## src/rtl/ccd_tag_pkg.sv

```systemverilog
package ccd_tag_pkg;
  typedef enum logic [1:0] {
    REG_ACTIVE = 2'd0,
    REG_BUFFER = 2'd1,
    REG_DARK   = 2'd2,
    REG_DUMMY  = 2'd3
  } region_e;
endpackage

```

## src/rtl/ccd_pos_counter.sv

```systemverilog
module ccd_pos_counter #(
  parameter int LINE_LEN   = 1701,
  parameter int FRAME_ROWS = 2522,
  localparam int CW = $clog2(LINE_LEN),
  localparam int RW = $clog2(FRAME_ROWS)
) (
  input  logic          clk,
  input  logic          rst_n,
  input  logic          smp_valid,
  input  logic          line_start,
  input  logic          frame_start,
  output logic [CW-1:0] pos_col,
  output logic [RW-1:0] pos_row
);
  localparam logic [CW-1:0] LAST_COL = CW'(LINE_LEN - 1);
  localparam logic [RW-1:0] LAST_ROW = RW'(FRAME_ROWS - 1);

  logic [CW-1:0] col_q;
  logic [RW-1:0] row_q;

  always_comb begin
    pos_col = line_start ? '0 : col_q;
    if (frame_start)                          pos_row = '0;
    else if (line_start && row_q != LAST_ROW) pos_row = row_q + 1'b1;
    else                                      pos_row = row_q;
  end

  always_ff @(posedge clk) begin
    if (!rst_n) begin
      col_q <= '0;
      row_q <= '0;
    end else if (smp_valid) begin
      col_q <= (pos_col == LAST_COL) ? pos_col : pos_col + 1'b1;
      row_q <= pos_row;
    end
  end

  AST_GAP_HOLD: assert property (@(posedge clk) disable iff (!rst_n)
    !smp_valid |=> $stable(col_q) && $stable(row_q));
  AST_FRAME_RESYNC: assert property (@(posedge clk) disable iff (!rst_n)
    smp_valid && frame_start |=> row_q == '0 && col_q == CW'(1));
  AST_COL_BOUND: assert property (@(posedge clk) disable iff (!rst_n)
    col_q <= LAST_COL);
endmodule

```

## src/rtl/ccd_region_map.sv

```systemverilog
module ccd_region_map
  import ccd_tag_pkg::*;
#(
  parameter int DUMMY_COLS = 11,
  parameter int DARK_COLS  = 22,
  parameter int BUF_COLS   = 12,
  parameter int GAP_COLS   = 8,
  parameter int ACT_COLS   = 1648,
  parameter int DUMMY_ROWS = 1,
  parameter int DARK_ROWS  = 12,
  parameter int BUF_ROWS   = 12,
  parameter int ACT_ROWS   = 2472,
  localparam int LINE_LEN   = DUMMY_COLS + DARK_COLS + BUF_COLS + GAP_COLS + ACT_COLS,
  localparam int FRAME_ROWS = 2 * (DUMMY_ROWS + DARK_ROWS + BUF_ROWS) + ACT_ROWS,
  localparam int CW = $clog2(LINE_LEN),
  localparam int RW = $clog2(FRAME_ROWS)
) (
  input  logic [CW-1:0] pos_col,
  input  logic [RW-1:0] pos_row,
  output region_e       region,
  output logic          trusted,
  output logic          trusted_first,
  output logic          trusted_last,
  output logic          frame_last
);
  // column boundaries (exclusive upper ends)
  localparam int C_DUM = DUMMY_COLS;
  localparam int C_DRK = C_DUM + DARK_COLS;
  localparam int C_BUF = C_DRK + BUF_COLS + GAP_COLS;
  // row boundaries (exclusive upper ends)
  localparam int R_DUM0 = DUMMY_ROWS;
  localparam int R_DRK0 = R_DUM0 + DARK_ROWS;
  localparam int R_BUF0 = R_DRK0 + BUF_ROWS;
  localparam int R_ACT  = R_BUF0 + ACT_ROWS;
  localparam int R_BUF1 = R_ACT + BUF_ROWS;
  localparam int R_DRK1 = R_BUF1 + DARK_ROWS;

  region_e col_tag, row_tag;
  int unsigned c, r;

  always_comb begin
    c = 32'(pos_col);
    r = 32'(pos_row);
    if (c < C_DUM)      col_tag = REG_DUMMY;
    else if (c < C_DRK) col_tag = REG_DARK;
    else if (c < C_BUF) col_tag = REG_BUFFER;
    else                col_tag = REG_ACTIVE;

    if (r < R_DUM0)      row_tag = REG_DUMMY;
    else if (r < R_DRK0) row_tag = REG_DARK;
    else if (r < R_BUF0) row_tag = REG_BUFFER;
    else if (r < R_ACT)  row_tag = REG_ACTIVE;
    else if (r < R_BUF1) row_tag = REG_BUFFER;
    else if (r < R_DRK1) row_tag = REG_DARK;
    else                 row_tag = REG_DUMMY;

    region        = (row_tag > col_tag) ? row_tag : col_tag;
    trusted       = (row_tag <= REG_BUFFER) && (c >= C_DUM + 1) && (c <= C_DRK - 2);
    trusted_first = trusted && (c == C_DUM + 1);
    trusted_last  = trusted && (c == C_DRK - 2);
    frame_last    = (c == LINE_LEN - 1) && (r == FRAME_ROWS - 1);
  end
endmodule

```

## src/rtl/ccd_dark_ref.sv

```systemverilog
module ccd_dark_ref #(
  parameter int DATA_W      = 12,
  parameter int TRUST_N     = 20,
  parameter int RECIP_SHIFT = 20,
  localparam int SW = DATA_W + $clog2(TRUST_N + 1),
  localparam int PW = SW + RECIP_SHIFT + 1
) (
  input  logic              clk,
  input  logic              rst_n,
  input  logic              smp_valid,
  input  logic              trusted,
  input  logic              trusted_first,
  input  logic              trusted_last,
  input  logic [DATA_W-1:0] smp_data,
  output logic [DATA_W-1:0] dark_ref
);
  logic [SW-1:0]     sum_q, sum_next;
  logic [DATA_W-1:0] quot;

  assign sum_next = (trusted_first ? '0 : sum_q) + SW'(smp_data);

  generate
    if ((TRUST_N & (TRUST_N - 1)) == 0) begin : g_shift
      assign quot = DATA_W'(sum_next >> $clog2(TRUST_N));
    end else begin : g_recip
      localparam int unsigned RECIP = ((32'd1 << RECIP_SHIFT) + TRUST_N - 1) / TRUST_N;
      logic [PW-1:0] prod;
      assign prod = PW'(sum_next) * PW'(RECIP);
      assign quot = DATA_W'(prod >> RECIP_SHIFT);
    end
  endgenerate

  always_ff @(posedge clk) begin
    if (!rst_n) begin
      sum_q    <= '0;
      dark_ref <= '0;
    end else if (smp_valid && trusted) begin
      sum_q <= sum_next;
      if (trusted_last) dark_ref <= quot;
    end
  end

  AST_REF_LATCH_ONLY_AT_END: assert property (@(posedge clk) disable iff (!rst_n)
    !(smp_valid && trusted_last) |=> $stable(dark_ref));
endmodule

```

## src/rtl/ccd_region_tagger.sv

```systemverilog
module ccd_region_tagger
  import ccd_tag_pkg::*;
#(
  parameter int DATA_W      = 12,
  parameter int DUMMY_COLS  = 11,
  parameter int DARK_COLS   = 22,
  parameter int BUF_COLS    = 12,
  parameter int GAP_COLS    = 8,
  parameter int ACT_COLS    = 1648,
  parameter int DUMMY_ROWS  = 1,
  parameter int DARK_ROWS   = 12,
  parameter int BUF_ROWS    = 12,
  parameter int ACT_ROWS    = 2472,
  parameter int RECIP_SHIFT = 20
) (
  input  logic              clk,
  input  logic              rst_n,
  input  logic              pix_valid,
  input  logic              line_start,
  input  logic              frame_start,
  input  logic [DATA_W-1:0] pix_data,
  output logic              out_valid,
  output logic [DATA_W-1:0] out_data,
  output logic [1:0]        out_region,
  output logic              out_sol,
  output logic              out_eof
);
  localparam int LINE_LEN   = DUMMY_COLS + DARK_COLS + BUF_COLS + GAP_COLS + ACT_COLS;
  localparam int FRAME_ROWS = 2 * (DUMMY_ROWS + DARK_ROWS + BUF_ROWS) + ACT_ROWS;
  localparam int CW = $clog2(LINE_LEN);
  localparam int RW = $clog2(FRAME_ROWS);
  localparam int TRUST_N = DARK_COLS - 2;

  logic [CW-1:0]     pos_col;
  logic [RW-1:0]     pos_row;
  region_e           region;
  logic              trusted, trusted_first, trusted_last, frame_last;
  logic [DATA_W-1:0] dark_ref;
  logic [DATA_W-1:0] corrected;

  ccd_pos_counter #(.LINE_LEN(LINE_LEN), .FRAME_ROWS(FRAME_ROWS)) u_pos (
    .clk(clk), .rst_n(rst_n), .smp_valid(pix_valid),
    .line_start(line_start), .frame_start(frame_start),
    .pos_col(pos_col), .pos_row(pos_row)
  );

  ccd_region_map #(
    .DUMMY_COLS(DUMMY_COLS), .DARK_COLS(DARK_COLS), .BUF_COLS(BUF_COLS),
    .GAP_COLS(GAP_COLS), .ACT_COLS(ACT_COLS), .DUMMY_ROWS(DUMMY_ROWS),
    .DARK_ROWS(DARK_ROWS), .BUF_ROWS(BUF_ROWS), .ACT_ROWS(ACT_ROWS)
  ) u_map (
    .pos_col(pos_col), .pos_row(pos_row), .region(region),
    .trusted(trusted), .trusted_first(trusted_first),
    .trusted_last(trusted_last), .frame_last(frame_last)
  );

  ccd_dark_ref #(.DATA_W(DATA_W), .TRUST_N(TRUST_N), .RECIP_SHIFT(RECIP_SHIFT)) u_ref (
    .clk(clk), .rst_n(rst_n), .smp_valid(pix_valid), .trusted(trusted),
    .trusted_first(trusted_first), .trusted_last(trusted_last),
    .smp_data(pix_data), .dark_ref(dark_ref)
  );

  assign corrected = (pix_data >= dark_ref) ? pix_data - dark_ref : '0;

  always_ff @(posedge clk) begin
    if (!rst_n) begin
      out_valid  <= 1'b0;
      out_data   <= '0;
      out_region <= '0;
      out_sol    <= 1'b0;
      out_eof    <= 1'b0;
    end else begin
      out_valid <= pix_valid;
      out_sol   <= pix_valid && line_start;
      out_eof   <= pix_valid && frame_last;
      if (pix_valid) begin
        out_region <= region;
        out_data   <= (region == REG_ACTIVE) ? corrected : pix_data;
      end
    end
  end

  AST_VALID_FOLLOWS: assert property (@(posedge clk) disable iff (!rst_n)
    pix_valid |=> out_valid);
  AST_NO_SPURIOUS: assert property (@(posedge clk) disable iff (!rst_n)
    !pix_valid |=> !out_valid);
  AST_FLAGS_QUALIFIED: assert property (@(posedge clk) disable iff (!rst_n)
    (out_sol || out_eof) |-> out_valid);
  AST_ACTIVE_NOT_ABOVE_RAW: assert property (@(posedge clk) disable iff (!rst_n)
    pix_valid && region == REG_ACTIVE |=> out_data <= $past(pix_data));
endmodule

```

## config.mk

```make
export PLATFORM = sky130hd
export DESIGN_NAME = ccd_region_tagger
export DESIGN_NICKNAME = d
export VERILOG_FILES = /design/src/rtl/ccd_tag_pkg.sv /design/src/rtl/ccd_pos_counter.sv /design/src/rtl/ccd_region_map.sv /design/src/rtl/ccd_dark_ref.sv /design/src/rtl/ccd_region_tagger.sv
export SDC_FILE = /design/constraint.sdc
export NUM_CORES = 1
export LEC_CHECK = 0
export ABC_AREA = 0
export BUFFER_PORTS_ARGS = -buffer_cell sky130_fd_sc_hd__buf_2
export CAP_MARGIN = 5
export CORE_UTILIZATION = 65
export DETAILED_ROUTE_END_ITERATION = 12
export PLACE_DENSITY = 0.83
export SYNTH_ARGS = -nofsm -noshare
export SYNTH_HDL_FRONTEND = slang
export SYNTH_SLANG_ARGS = --single-unit
```

## constraint.sdc

```tcl
create_clock -name clk -period 16.23 [get_ports clk]
set_input_delay 3.246 -clock clk [delete_from_list [all_inputs] [get_ports clk]]
set_output_delay 3.246 -clock clk [all_outputs]
set_load 0.005 [all_outputs]
```

* Word-level counts from Yosys, hierarchy flattened
Cells that the tools add are included.
** Storage, ports and cells
- Register bits :: 69
- Input bits :: 17
- Output and inout port bits :: 17
- Logic and storage cells :: 61
** Cells by class
- $add $sub $neg :: 4
- $mul :: 1
- Order comparisons :: 14
- Equality and inequality tests :: 5
- Multiplexer cells :: 17
- Reductions and logical operators :: 11
** Operator list (count)
- $mux W12 :: 4
- $lt A12 B12 Y1 const B :: 3
- $mul A17 B16 Y32 const B :: 1
- $lt A11 B6 Y1 const B :: 2
- $mux W11 :: 2
- $add A17 B12 Y17 :: 1
- $mux W17 :: 1
- $mux W2 :: 8
- $add A12 B1 Y12 const B :: 1
- $eq A12 B12 Y1 const B :: 1
- $ge A12 B12 Y1 :: 1
- $lt A12 B1 Y1 const B :: 1
- $lt A12 B4 Y1 const B :: 1
- $lt A12 B5 Y1 const B :: 1
- $ne A12 B12 Y1 const B :: 1
- $sub A12 B12 Y12 :: 1
- $add A11 B1 Y11 const B :: 1
- $eq A11 B11 Y1 const B :: 1
- $eq A11 B4 Y1 const B :: 1
- $eq A11 B5 Y1 const B :: 1
- $ge A11 B4 Y1 const B :: 1
- $le A11 B5 Y1 const B :: 1
- $lt A11 B4 Y1 const B :: 1
- $logic_and A1 B1 Y1 :: 9
- 5 further kinds :: 6

* Logic depth before layout (Yosys ltp)
Gate-level depths: netlist (run 1).
- Word-level depth :: 18
- Mapped depth :: 42
- Depth with buffers taken out :: 42

* By module
Synthesis (run 1) repeated with hierarchy kept, for this count alone.
** Unflattened totals
- Cell total of the unflattened synthesis :: 1136
- Area total of the unflattened synthesis :: 9780.6 um^2
** Modules (own cells, without submodules)
- ccd_dark_ref :: times used 1, cells each 713, area an instance 6511.2 um^2, seq. area each 580.6 um^2
- ccd_pos_counter :: times used 1, cells each 208, area an instance 1594.0 um^2, seq. area each 460.4 um^2
- ccd_region_tagger :: times used 1, cells each 158, area an instance 1276.2 um^2, seq. area each 340.3 um^2
- ccd_region_map :: times used 1, cells each 57, area an instance 399.1 um^2, seq. area each 0.0 um^2

* Least setup slack after synthesis (run 1)
Ideal clock, no wire load.
- Kind :: in2reg
- Start point :: input line_start
- End point :: register u_ref.dark_ref[11]
- Setup time :: 0.137 ns
- Arrival time :: 12.140 ns
- Required time :: 16.093 ns
- Path slack :: 3.953 ns
- Stages on the path :: 35
- Path buffers :: 1
- Path through :: nand4_1 > nor4_1 > mux2_2 > a32o_1 > a21o_1 > nor3_2 > clkbuf_1 > nor2b_1 > ha_1 > nor2b_1 > o21ai_0 > a21oi_1 > o41ai_1 > a31oi_1 > a31o_2 > a21oi_1 > ha_1 > inv_1 > ha_1 > fa_1 > fa_1 > fa_1 > inv_1 > fa_1 > inv_1 > ha_1 > a21o_1 > a21o_1 > a211o_1 > o211ai_1 > a31oi_1 > o41ai_1 > o2111ai_1 > xnor2_1 > a21oi_1
** On the way
- Longest elaborated chain between the ends :: 17
- Elaborated cells between the ends (all ways) :: 30
- Those cells by class :: add/sub (1); mul (1); order compare (9); eq/ne (2); mux (10); reduce/logical (7)
** RTL lines
- start, declared :: line ccd_region_tagger.sv:19 : input logic line_start,
- $logic_and A1 B1 Y1 :: line ccd_pos_counter.sv:24 : else if (line_start && row_q != LAST_ROW) pos_row = row_q + 1'b1;
- $mux W12 :: line ccd_pos_counter.sv:24
- $mux W12 :: line ccd_pos_counter.sv:23 : if (frame_start) pos_row = '0;
- $lt A12 B12 Y1 :: line ccd_region_map.sv:54 : else if (r < R_DRK1) row_tag = REG_DARK;
- $mux W1 :: line ccd_region_map.sv:54
- $mux W2 :: line ccd_region_map.sv:53 : else if (r < R_BUF1) row_tag = REG_BUFFER;
- $mux W2 :: line ccd_region_map.sv:52 : else if (r < R_ACT) row_tag = REG_ACTIVE;
- $mux W2 :: line ccd_region_map.sv:51 : else if (r < R_BUF0) row_tag = REG_BUFFER;
- $mux W2 :: line ccd_region_map.sv:50 : else if (r < R_DRK0) row_tag = REG_DARK;
- $mux W2 :: line ccd_region_map.sv:49 : if (r < R_DUM0) row_tag = REG_DUMMY;
- $le A2 B1 Y1 :: line ccd_region_map.sv:58 : trusted = (row_tag <= REG_BUFFER) && (c >= C_DUM + 1) && (c <= C_DRK - 2);
- $logic_and A1 B1 Y1 (2 in series) :: line ccd_region_map.sv:58
- $logic_and A1 B1 Y1 (*) :: line ccd_region_map.sv:59 : trusted_first = trusted && (c == C_DUM + 1);
- $mux W17 (*) :: line ccd_dark_ref.sv:20 : assign sum_next = (trusted_first ? '0 : sum_q) + SW'(smp_data);
- $add A17 B12 Y17 (*) :: line ccd_dark_ref.sv:20
- named net u_ref.sum_next[16] :: line ccd_dark_ref.sv:17 : logic [SW-1:0] sum_q, sum_next;
- $mul A17 B16 Y32 (*) :: line ccd_dark_ref.sv:28 : assign prod = PW'(sum_next) * PW'(RECIP);
- end signal, assigned :: line ccd_dark_ref.sv:39 : if (trusted_last) dark_ref <= quot;
- end, declared :: line ccd_dark_ref.sv:15 : output logic [DATA_W-1:0] dark_ref
Mark *: on every way through the listed nets, which the timed path passes. The rest lies on a longest branch.
A chain may end at the register's enable or synchronous reset.

* Worst setup path after layout (run 1)
Ends and elaborated chain as after synthesis.

==> qor.yml, run 1 <==
synthesis:
  mappedNetlistArea_um2: 9490
  yosys_warnings: 0
  yosys.area.top_type_share_pct: 21.1
  synthMostInstantiatedCell: "sky130_fd_sc_hd__inv_1"
  ys.flop_type: "sky130_fd_sc_hd__dfxtp_1"
  post-synth-top-area-cell: "sky130_fd_sc_hd__ha_1"
  synth_common_cells: "sky130_fd_sc_hd__inv_1, sky130_fd_sc_hd__ha_1, sky130_fd_sc_hd__nor2_1, sky130_fd_sc_hd__fa_1, sky130_fd_sc_hd__dfxtp_1"
  synth_cells: 1099
  synth_cell_types: 74
  synth_nets: 1359
  synth_sequential_area_ratio_pct: 14.5
  synth_seq_cells: 69
  synth_edf_count: 0
  ys_top_cells_by_area: "sky130_fd_sc_hd__ha_1, sky130_fd_sc_hd__fa_1, sky130_fd_sc_hd__dfxtp_1"
  synth-async-reset-ratio_pct: 0
  synthesis.area_per_instance_um2: 8.64
floorplan:
  fp.dieArea_um2: 15100
  design.core.area_um2: 14000
  die-height_um: 123
  start_util_pct: 67.6
  dieWidth_um: 123
  rows: 43
  floorplan.io_pins: 34
clock_network:
  clkSlewWorstSetupHoldPaths_ns: 0.06
  clockBufferDepth: 2
  clock-sinks: 69
  ctsRootBufferMaster: "sky130_fd_sc_hd__clkbuf_16"
  cts-buffers-inserted: 9
  clk-insertion-delay-late_ns: 0.34
  cts_resized: 0
  post-cts-setup-buffer-count: 0
  cts_tree: "yes"
  clock_tree.htree_level_count: 3
  ctsHoldBuffers: 0
sta:
  finalCriticalPeriod_ns: 12.83
  timing.max_slew.rel_slack_pct: 16.2
  report.final.setup_viol: 0
  worst_slew_pin_slew_ns: 1.25
  report.final.hold_viol_count: 0
  max_clock_freq_mhz: 77.9
  grt_setup_unrepaired: "no"
  fin_skew_ns: 0.00742
  final.setup.tns_ns: 0
  final-max-slew-violation-count: 0
  fin_crit_sh_pct: 79.1
  timing.hold.ws_ns: 0.476
detailed_routing:
  route.detailed.wl_per_inst_um: 17.4
  detailroute.via_count: 7844
  detail_route.iter0.violations: 474
  route.detailed.drc: 0
  via_cell_ratio: 5.99
  detail_route.first_pass.iterations: 5
  wirelength_mm: 22.8
  post_route_antenna_net_violation_count: 0
finish:
  layout.nets: 1385
  final_cells: 1310
  postLayoutCoreUtil_pct: 72.1
  drive_above_1_share_pct: 6.99
  n_antenna_cell: 0
  layout.filler_cells: 1058
  syn2layout_area_growth_pct: 6.62
global_routing:
  grt_pass1_wl_mm: 37.1
  top_usage_layer: "met2"
  grt_antenna_before_repair: 0
  grt_usage_pct: 32.1
  groute.layer.met3.usage_pct: 3.16
  grt_overflow: 0
  use_met2_pct: 56.6
  largest_net_degree_at_the_start_of_global_routing: 49
  met1_usage_pct: 39.3
  grt_pass1_vias: 7724
placed_design:
  dp_cells: 1294
  dp.final_hpwl_mm: 18.7
  placement.io_buffers: 33
  routabilityCongestion: 0.933
setup_path:
  critical_path.top_delay_family: "compound AO/OA/AOI/OAI gates"
  arrival_time_at_the_worst_endpoint_ns: 13.03
  worst_setup_path_startpoint: "line_start"
  worst-endpoint-required_ns: 16.43
  cp_num_buf_inv: 7
  regToRegEndpoint: "u_ref.dark_ref[11]"
  worstSetupPathDepth: 39
  crit_path_end: "u_ref.dark_ref[11]"
  setup.worst_path.start_class: "input port"
  setup.worst_path.end_class: "register"
  cp_common_cell: "sky130_fd_sc_hd__inv_1"
  timing.critical_path.fanout_max: 14
  worst_r2r_path_depth: 39
  critPathKind: "in2reg"
  critical_path.reg2reg.startpoint: "u_pos.row_q[0]"
  critPathSlowestCell: "sky130_fd_sc_hd__o41ai_1"
  regToRegSetupSlack_ns: 5.91
  cp_slowest_stage_delay_ns: 0.66
pwr:
  ir_drop_mv: 0.165
  cellLeakagePower_nw: 4.96
  power.total_mw: 0.983
  pwr_density_cell_nw_per_um2: 97.1
run:
  max_cap_viol_count: 0
hold_path:
  worstHoldPathType: "reg2reg"
outcome:
  run_status: "completed"
## where the power goes
group	switching (mW)	leakage [nW]	internal, mW
combinational	0.355	4.25	0.251
sequential	0.00211	0.560	0.172
clock	0.0823	0.147	0.121
total	0.439	4.96	0.544
## flip-flops by register name, summed over array words and instances (netlist names)
register        count
out_valid           1
out_region          2
out_eof             1
u_pos.row_q        12
out_data           12
u_ref.sum_q        17
out_sol             1
u_pos.col_q        11
u_ref.dark_ref     12
## worst min path at each step
stage | startpoint | to | slack [ns] | cells past startpoint
4_1_cts | u_ref.dark_ref[9] | u_ref.dark_ref[9] | 0.47 | 2
2_1_floorplan | u_ref.dark_ref[9] | u_ref.dark_ref[9] | 0.45 | 2
5_1_grt | u_ref.dark_ref[9] | u_ref.dark_ref[9] | 0.50 | 2
3_3_place_gp | u_ref.dark_ref[9] | u_ref.dark_ref[9] | 0.46 | 2
6_report | u_ref.dark_ref[9] | u_ref.dark_ref[9] | 0.48 | 2
3_5_place_dp | u_ref.dark_ref[9] | u_ref.dark_ref[9] | 0.46 | 2
## placed cells by master, fill, tap and decap left out, types with 7 or more instances in the layout
master	instances
sky130_fd_sc_hd__a21o_1	13
sky130_fd_sc_hd__xor2_1	25
sky130_fd_sc_hd__and3_1	11
sky130_fd_sc_hd__o211ai_1	7
sky130_fd_sc_hd__o22ai_1	8
sky130_fd_sc_hd__or3_1	9
sky130_fd_sc_hd__inv_1	176
sky130_fd_sc_hd__xnor2_1	43
sky130_fd_sc_hd__fa_1	83
sky130_fd_sc_hd__nand3_1	17
sky130_fd_sc_hd__dfxtp_1	69
sky130_fd_sc_hd__nand4_1	12
sky130_fd_sc_hd__nor2_1	102
sky130_fd_sc_hd__o21ai_0	43
sky130_fd_sc_hd__a21oi_1	36
sky130_fd_sc_hd__clkbuf_16	9
sky130_fd_sc_hd__a31oi_1	15
sky130_fd_sc_hd__o21a_1	8
sky130_fd_sc_hd__buf_4	7
sky130_fd_sc_hd__buf_2	33
sky130_fd_sc_hd__and2_1	14
sky130_fd_sc_hd__nor3_1	22
sky130_fd_sc_hd__nand2_1	58
sky130_fd_sc_hd__nor2b_1	22
sky130_fd_sc_hd__ha_1	160
sky130_fd_sc_hd__mux2i_1	30
## worst reg2reg max path: cells and delay by family, from the launching register on
kind	cells	cell delay, ns
AOI/OAI and AO/OA	15	3.38
xor gates and xnor gates	2	0.37
adders and majority gates	9	3.50
buffers and inverters	6	0.52
DFF	1	0.54
and+or+nand+nor	7	1.89
## metal layers
metal / routed length, µm / part of all wire [%]
met5: 0 / 0
met4: 838 / 3.7
met3: 991 / 4.3
met2: 11400 / 50
met1: 9640 / 42
## stage by stage
stage / setup WS, ns / instance area (µm²)
after floorplan: 3.95 / 9490
after global placement: 3.29 / 9820
after detailed placement: 3.13 / 9820
after CTS: 3.48 / 10100
after global routing: 2.63 / 10100
final: 3.40 / 10100
## cell families (layout without fill, tap and decap cells)
kind of cell             Yosys count  in the layout  synth area share [%]
AO/OA/AOI/OAI                    176            176                  12.3
flip-flops                        69             69                  14.5
AND/OR/NAND/NOR                  308            308                  16.6
adder cells (fa/ha/maj)          243            243                  38.6
multiplexers                      32             32                  3.40
XOR/XNOR                          68             68                  6.27
buffers and inverters            203            234                  8.28
## cell type report
cell class                      instances  area (µm²)  area share, %
Clock buffer                            9         225           2.22
Inverter                              178         668           6.60
Sequential cell                        69        1380           13.6
Clock inverter                          7        77.6          0.766
Tap cell                              180         225           2.22
Multi-Input combinational cell        827        7330           72.4
Timing Repair Buffer                   40         218           2.15
Note: power is estimated with default switching activity, not from simulation.
==> inputs of run 2 (changes only) <==
Settings changed: CORE_UTILIZATION 65 to 59, PLACE_DENSITY 0.83 to 0.79.
Clock period 16.23 ns to 11.1 ns, I/O delays scaled along.
==> qor.yml, run 2 (synthesis results as in run 1) <==
sta:
  timing.hold.ws_ns: 0.468
  report.final.hold_viol_count: 0
  fin_crit_sh_pct: 97.2
  max_clock_freq_mhz: 92.7
  worst_slew_pin_slew_ns: 0.787
  timing.max_slew.rel_slack_pct: 47.1
  setup_slack_ns: 0.313
  finalCriticalPeriod_ns: 10.79
  final.setup.tns_ns: 0
  report.final.setup_viol: 0
  final-max-slew-violation-count: 0
  fin_skew_ns: 0.0123
floorplan:
  die-height_um: 129
  dieWidth_um: 129
  fp.dieArea_um2: 16600
  start_util_pct: 60.2
  floorplan.io_pins: 34
  rows: 46
  design.core.area_um2: 15800
pwr:
  p_seq_share_pct: 17.0
  cellLeakagePower_nw: 5.14
  ir_drop_mv: 0.206
  pwr_density_cell_nw_per_um2: 141
  power.total_mw: 1.50
  switchingPower_mw: 0.668
  switching_share_pct: 44.6
  combinationalPowerShare_pct: 63.3
  clockPowerShare_pct: 19.7
  internal_power_mw: 0.831
detailed_routing:
  route.detailed.wl_per_inst_um: 17.5
  detail_route.first_pass.iterations: 7
  wirelength_mm: 24.1
  via_cell_ratio: 5.80
  detail_route.iter0.violations: 449
  post_route_antenna_net_violation_count: 0
  detailroute.via_count: 7987
  route.detailed.drc: 0
setup_path:
  worst_setup_path_startpoint: "line_start"
  cp_slowest_stage_delay_ns: 0.55
  critical_path.reg2reg.startpoint: "u_pos.row_q[0]"
  regToRegEndpoint: "u_ref.dark_ref[11]"
  regToRegSetupSlack_ns: 1.71
  timing.critical_path.fanout_max: 5
  critPathKind: "in2reg"
  critPathSlowestCell: "sky130_fd_sc_hd__fa_1"
  worst-endpoint-required_ns: 11.29
  setup.worst_path.end_class: "register"
  crit_path_end: "u_ref.dark_ref[11]"
  setup.worst_path.start_class: "input port"
  arrival_time_at_the_worst_endpoint_ns: 10.98
  worst_r2r_path_depth: 38
global_routing:
  grt_pass1_vias: 7808
  use_met2_pct: 52.6
  largest_net_degree_at_the_start_of_global_routing: 43
  grt_pass1_wl_mm: 38.1
  grt_overflow: 0
  top_usage_layer: "met2"
  met1_usage_pct: 36.7
  grt_antenna_before_repair: 0
  grt_usage_pct: 29.6
  groute.layer.met3.usage_pct: 3.33
finish:
  drive_above_1_share_pct: 11.9
  postLayoutCoreUtil_pct: 67.3
  final_common_cell: "sky130_fd_sc_hd__inv_1"
  largest_register_ff_count: 17
  registers.top_by_ff_count: "u_ref.sum_q"
  final_design_area_no_fill_um2: 10600
  layout.cells.most_common_list: "sky130_fd_sc_hd__inv_1, sky130_fd_sc_hd__ha_1, sky130_fd_sc_hd__nor2_1"
  layout.nets: 1416
  syn2layout_area_growth_pct: 11.8
  final_cells: 1376
  n_antenna_cell: 0
clock_network:
  clock-sinks: 69
  ctsRootBufferMaster: "sky130_fd_sc_hd__clkbuf_16"
  clk-insertion-delay-late_ns: 0.34
  clockBufferDepth: 2
  cts_tree: "yes"
  cts-buffers-inserted: 9
  clkSlewWorstSetupHoldPaths_ns: 0.06
  clock_tree.htree_level_count: 3
outcome:
  run_status: "completed"
placed_design:
  detailedPlace.worstSlack_ns: -0.286
  dp.final_hpwl_mm: 19.1
  dp_cells: 1350
  placement.io_buffers: 33
  dpl-instance-area_um2: 10000
  routabilityCongestion: 0.965
hold_path:
  worstHoldPathType: "reg2reg"
  hp-start: "u_ref.dark_ref[9]"
run:
  max_cap_viol_count: 0
run 2: cell types whose count changed in the layout (fill, tap and decap cells not counted), sizes merged:
cell,previous run,this run
clkbuf,9,10
inv,181,178
clkinv,2,3
buf,40,71
run 2: how the worst min path moves through the flow:
stage | end | depth (start not counted)
floorplan | u_ref.dark_ref[9] | 2
global placement | u_ref.dark_ref[9] | 2
detailed placement | u_ref.dark_ref[9] | 2
CTS | u_ref.dark_ref[9] | 2
global route | out_data[6] | 2
finish | u_ref.dark_ref[9] | 2
run 2: final cells by class:
| cell class | count | area (µm²) |
|---|---|---|
| Inverter | 178 | 668 |
| Fill cell | 1305 | 5160 |
| Clock buffer | 10 | 239 |
| Sequential cell | 69 | 1380 |
| Clock inverter | 5 | 60.1 |
| Timing Repair Buffer | 71 | 450 |
| Tap cell | 216 | 270 |
| Multi-Input combinational cell | 827 | 7540 |
run 2: power by group through the flow:
| stage | clock network, mW | logic [mW] | registers, mW |
|---|---|---|---|
| 2_1_floorplan | 0 | 0.652 | 0.260 |
| 3_3_place_gp | 0 | 0.850 | 0.260 |
| 3_5_place_dp | 0 | 0.873 | 0.260 |
| 4_1_cts | 0.296 | 0.884 | 0.255 |
| 5_1_grt | 0.306 | 1.06 | 0.255 |
| 6_report | 0.295 | 0.949 | 0.255 |
run 2: repair_timing:
action                                  4_1_cts  5_1_grt
endpoints found under the setup margin        0       11
setup buffers                                 0       11
hold buffers                                  0        0
gates resized for setup                       0       43
run 2: routing by layer:
layer  vias to the layer above  wire (µm)  part of all wire [%]
met2                       223      12100                    50
met3                        48       1020                   4.2
met4                         0        825                   3.4
met5                         -          0                     0
li1                       3846          -                     -
met1                      3870      10200                    42
run 2: critical path: cells and delay by family:
kind	cells	cell delay (ns)
adders and majority gates	8	3.11
buffers and inverters	6	0.55
muxes	1	0.35
AOI/OAI and AO/OA	11	2.09
and+or+nand+nor	10	2.22
xor gates and xnor gates	2	0.43
==> inputs of run 3 (changes only) <==
Settings changed: CORE_MARGIN from default to 2, RECOVER_POWER from default to 25.
==> qor.yml, run 3 (synthesis results as in run 1) <==
pwr:
  pwr_density_cell_nw_per_um2: 139
  cellLeakagePower_nw: 5.15
  power.total_mw: 1.48
  ir_drop_mv: 0.186
setup_path:
  cp_slowest_stage_delay_ns: 0.56
  critical_path.top_delay_family: "adder cells"
  arrival_time_at_the_worst_endpoint_ns: 11.04
  setup.worst_path.start_class: "input port"
  setup.worst_path.end_class: "register"
  cp_num_buf_inv: 5
  timing.critical_path.fanout_max: 5
  worst-endpoint-required_ns: 11.30
  critPathKind: "in2reg"
  critPathSlowestCell: "sky130_fd_sc_hd__fa_1"
global_routing:
  largest_net_degree_at_the_start_of_global_routing: 54
  grt_usage_pct: 28.1
  grt_pass1_vias: 7793
  grt_antenna_before_repair: 0
  use_met2_pct: 49.3
  met1_usage_pct: 35.1
  groute.layer.met3.usage_pct: 3.71
  top_usage_layer: "met2"
  grt_overflow: 0
  grt_pass1_wl_mm: 37.4
sta:
  report.final.hold_viol_count: 0
  timing.max_slew.rel_slack_pct: -22.3
  worst_slew_pin_slew_ns: 1.83
  timing.hold.ws_ns: 0.482
  finalCriticalPeriod_ns: 10.84
  final-max-slew-violation-count: 43
  fin_crit_sh_pct: 97.7
  report.final.setup_viol: 0
  max_clock_freq_mhz: 92.3
  final.setup.tns_ns: 0
  fin_skew_ns: 0.00739
outcome:
  run_status: "complete, but fails checks"
  violations: "max-capacitance violations, max-slew violations"
finish:
  syn2layout_area_growth_pct: 12.8
  n_antenna_cell: 0
  postLayoutCoreUtil_pct: 67.7
  layout.filler_cells: 1279
  layout.cells.most_common_list: "sky130_fd_sc_hd__inv_1, sky130_fd_sc_hd__ha_1, sky130_fd_sc_hd__nor2_1"
  registers.top_by_ff_count: "u_ref.sum_q"
  drive_above_1_share_pct: 12.6
  layout.nets: 1427
  largest_register_ff_count: 17
  final_common_cell: "sky130_fd_sc_hd__inv_1"
floorplan:
  die-height_um: 131
  dieWidth_um: 131
  design.core.area_um2: 15800
  fp.dieArea_um2: 17100
  start_util_pct: 60.0
  rows: 46
  floorplan.io_pins: 34
clock_network:
  cts-buffers-inserted: 9
  clock-sinks: 69
  clock_tree.htree_level_count: 3
  clk-insertion-delay-late_ns: 0.34
  clkSlewWorstSetupHoldPaths_ns: 0.06
  clockBufferDepth: 2
  ctsRootBufferMaster: "sky130_fd_sc_hd__clkbuf_16"
  cts_tree: "yes"
detailed_routing:
  detail_route.iter0.violations: 472
  route.detailed.wl_per_inst_um: 17.2
  via_cell_ratio: 5.80
  wirelength_mm: 23.8
  route.detailed.drc: 0
  post_route_antenna_net_violation_count: 0
  detailroute.via_count: 8042
  detail_route.first_pass.iterations: 4
placed_design:
  dp.final_hpwl_mm: 19.1
  placement.io_buffers: 33
  routabilityCongestion: 0.973
hold_path:
  worstHoldPathType: "reg2reg"
run:
  max_cap_viol_count: 1
==> run 3: cell count changes in the layout (fill, tap and decap cells not counted), moves of 3 or more <==
cell | before | now
sky130_fd_sc_hd__buf_4 | 38 | 47
sky130_fd_sc_hd__nor2_2 | 1 | 5
sky130_fd_sc_hd__fa_1 | 82 | 78
sky130_fd_sc_hd__buf_2 | 33 | 19
sky130_fd_sc_hd__fa_2 | 1 | 5
sky130_fd_sc_hd__clkbuf_1 | 0 | 14
sky130_fd_sc_hd__xnor2_2 | 0 | 3
sky130_fd_sc_hd__xnor2_1 | 43 | 40
sky130_fd_sc_hd__nand2b_1 | 6 | 3
sky130_fd_sc_hd__o21ai_2 | 3 | 0
sky130_fd_sc_hd__nor2b_1 | 22 | 19
==> run 3: per-stage QoR <==
| stage | cells | worst slack [ns] | cell area (µm²) |
|---|---|---|---|
| finish | 1387 | 0.260 | 10700 |
| global route | 1387 | -0.170 | 10700 |
| detailed placement | 1363 | -0.197 | 10100 |
| CTS | 1378 | 0.127 | 10400 |
| floorplan | 1099 | 0.157 | 9510 |
| global placement | 1363 | 0.0763 | 10100 |
==> run 3: repair_timing <==
| action | CTS | global route |
|---|---|---|
| endpoints found under the setup margin | 0 | 11 |
| hold buffers | 0 | 0 |
| setup buffers | 0 | 9 |
| resized for setup | 0 | 56 |
==> run 3: layout make-up <==
cell class	count	area, µm²	area share [%]
repair buffers	82	532	4.96
multi-input cells	827	7560	70.6
clock buffers	10	239	2.23
clock inverters	5	61.3	0.572
flip-flops and latches	69	1380	12.9
well taps	216	270	2.52
inverters	178	668	6.24
==> run 3: per-layer routing <==
metal  part of all wire (%)  wire, µm  up-vias
met3                    6.0      1420       64
met2                     49     11700      301
met5                      0         0        -
li1                       -         -     3862
met4                    4.0       947        0
met1                     41      9800     3815
==> run 3: path summary, 6_finish.rpt <==
path / from / end / slack [ns] / depth (start not counted)
max: line_start / u_ref.dark_ref[9] / 0.26 / 37
min: out_region[0] / out_region[0] / 0.48 / 2
max reg2reg: u_pos.row_q[0] / u_ref.dark_ref[9] / 1.56 / 38
min reg2reg: out_region[0] / out_region[0] / 0.48 / 2
==> run 3: where the power goes <==
part / internal (mW) / switching, mW / total (mW)
logic: 0.409 / 0.530 / 0.938
registers: 0.252 / 0.00307 / 0.255
clock network: 0.179 / 0.112 / 0.291
total: 0.840 / 0.644 / 1.48
==> run 3: worst register-to-register path, delay by kind of cell, from the launching register on <==
kind / cells / cell delay, ns
adder cells (fa/ha/maj): 10 / 3.85
AO/OA/AOI/OAI: 14 / 2.62
AND/OR/NAND/NOR: 7 / 1.47
buffers and inverters: 5 / 0.56
flip-flops: 1 / 0.53
XOR/XNOR: 2 / 0.37
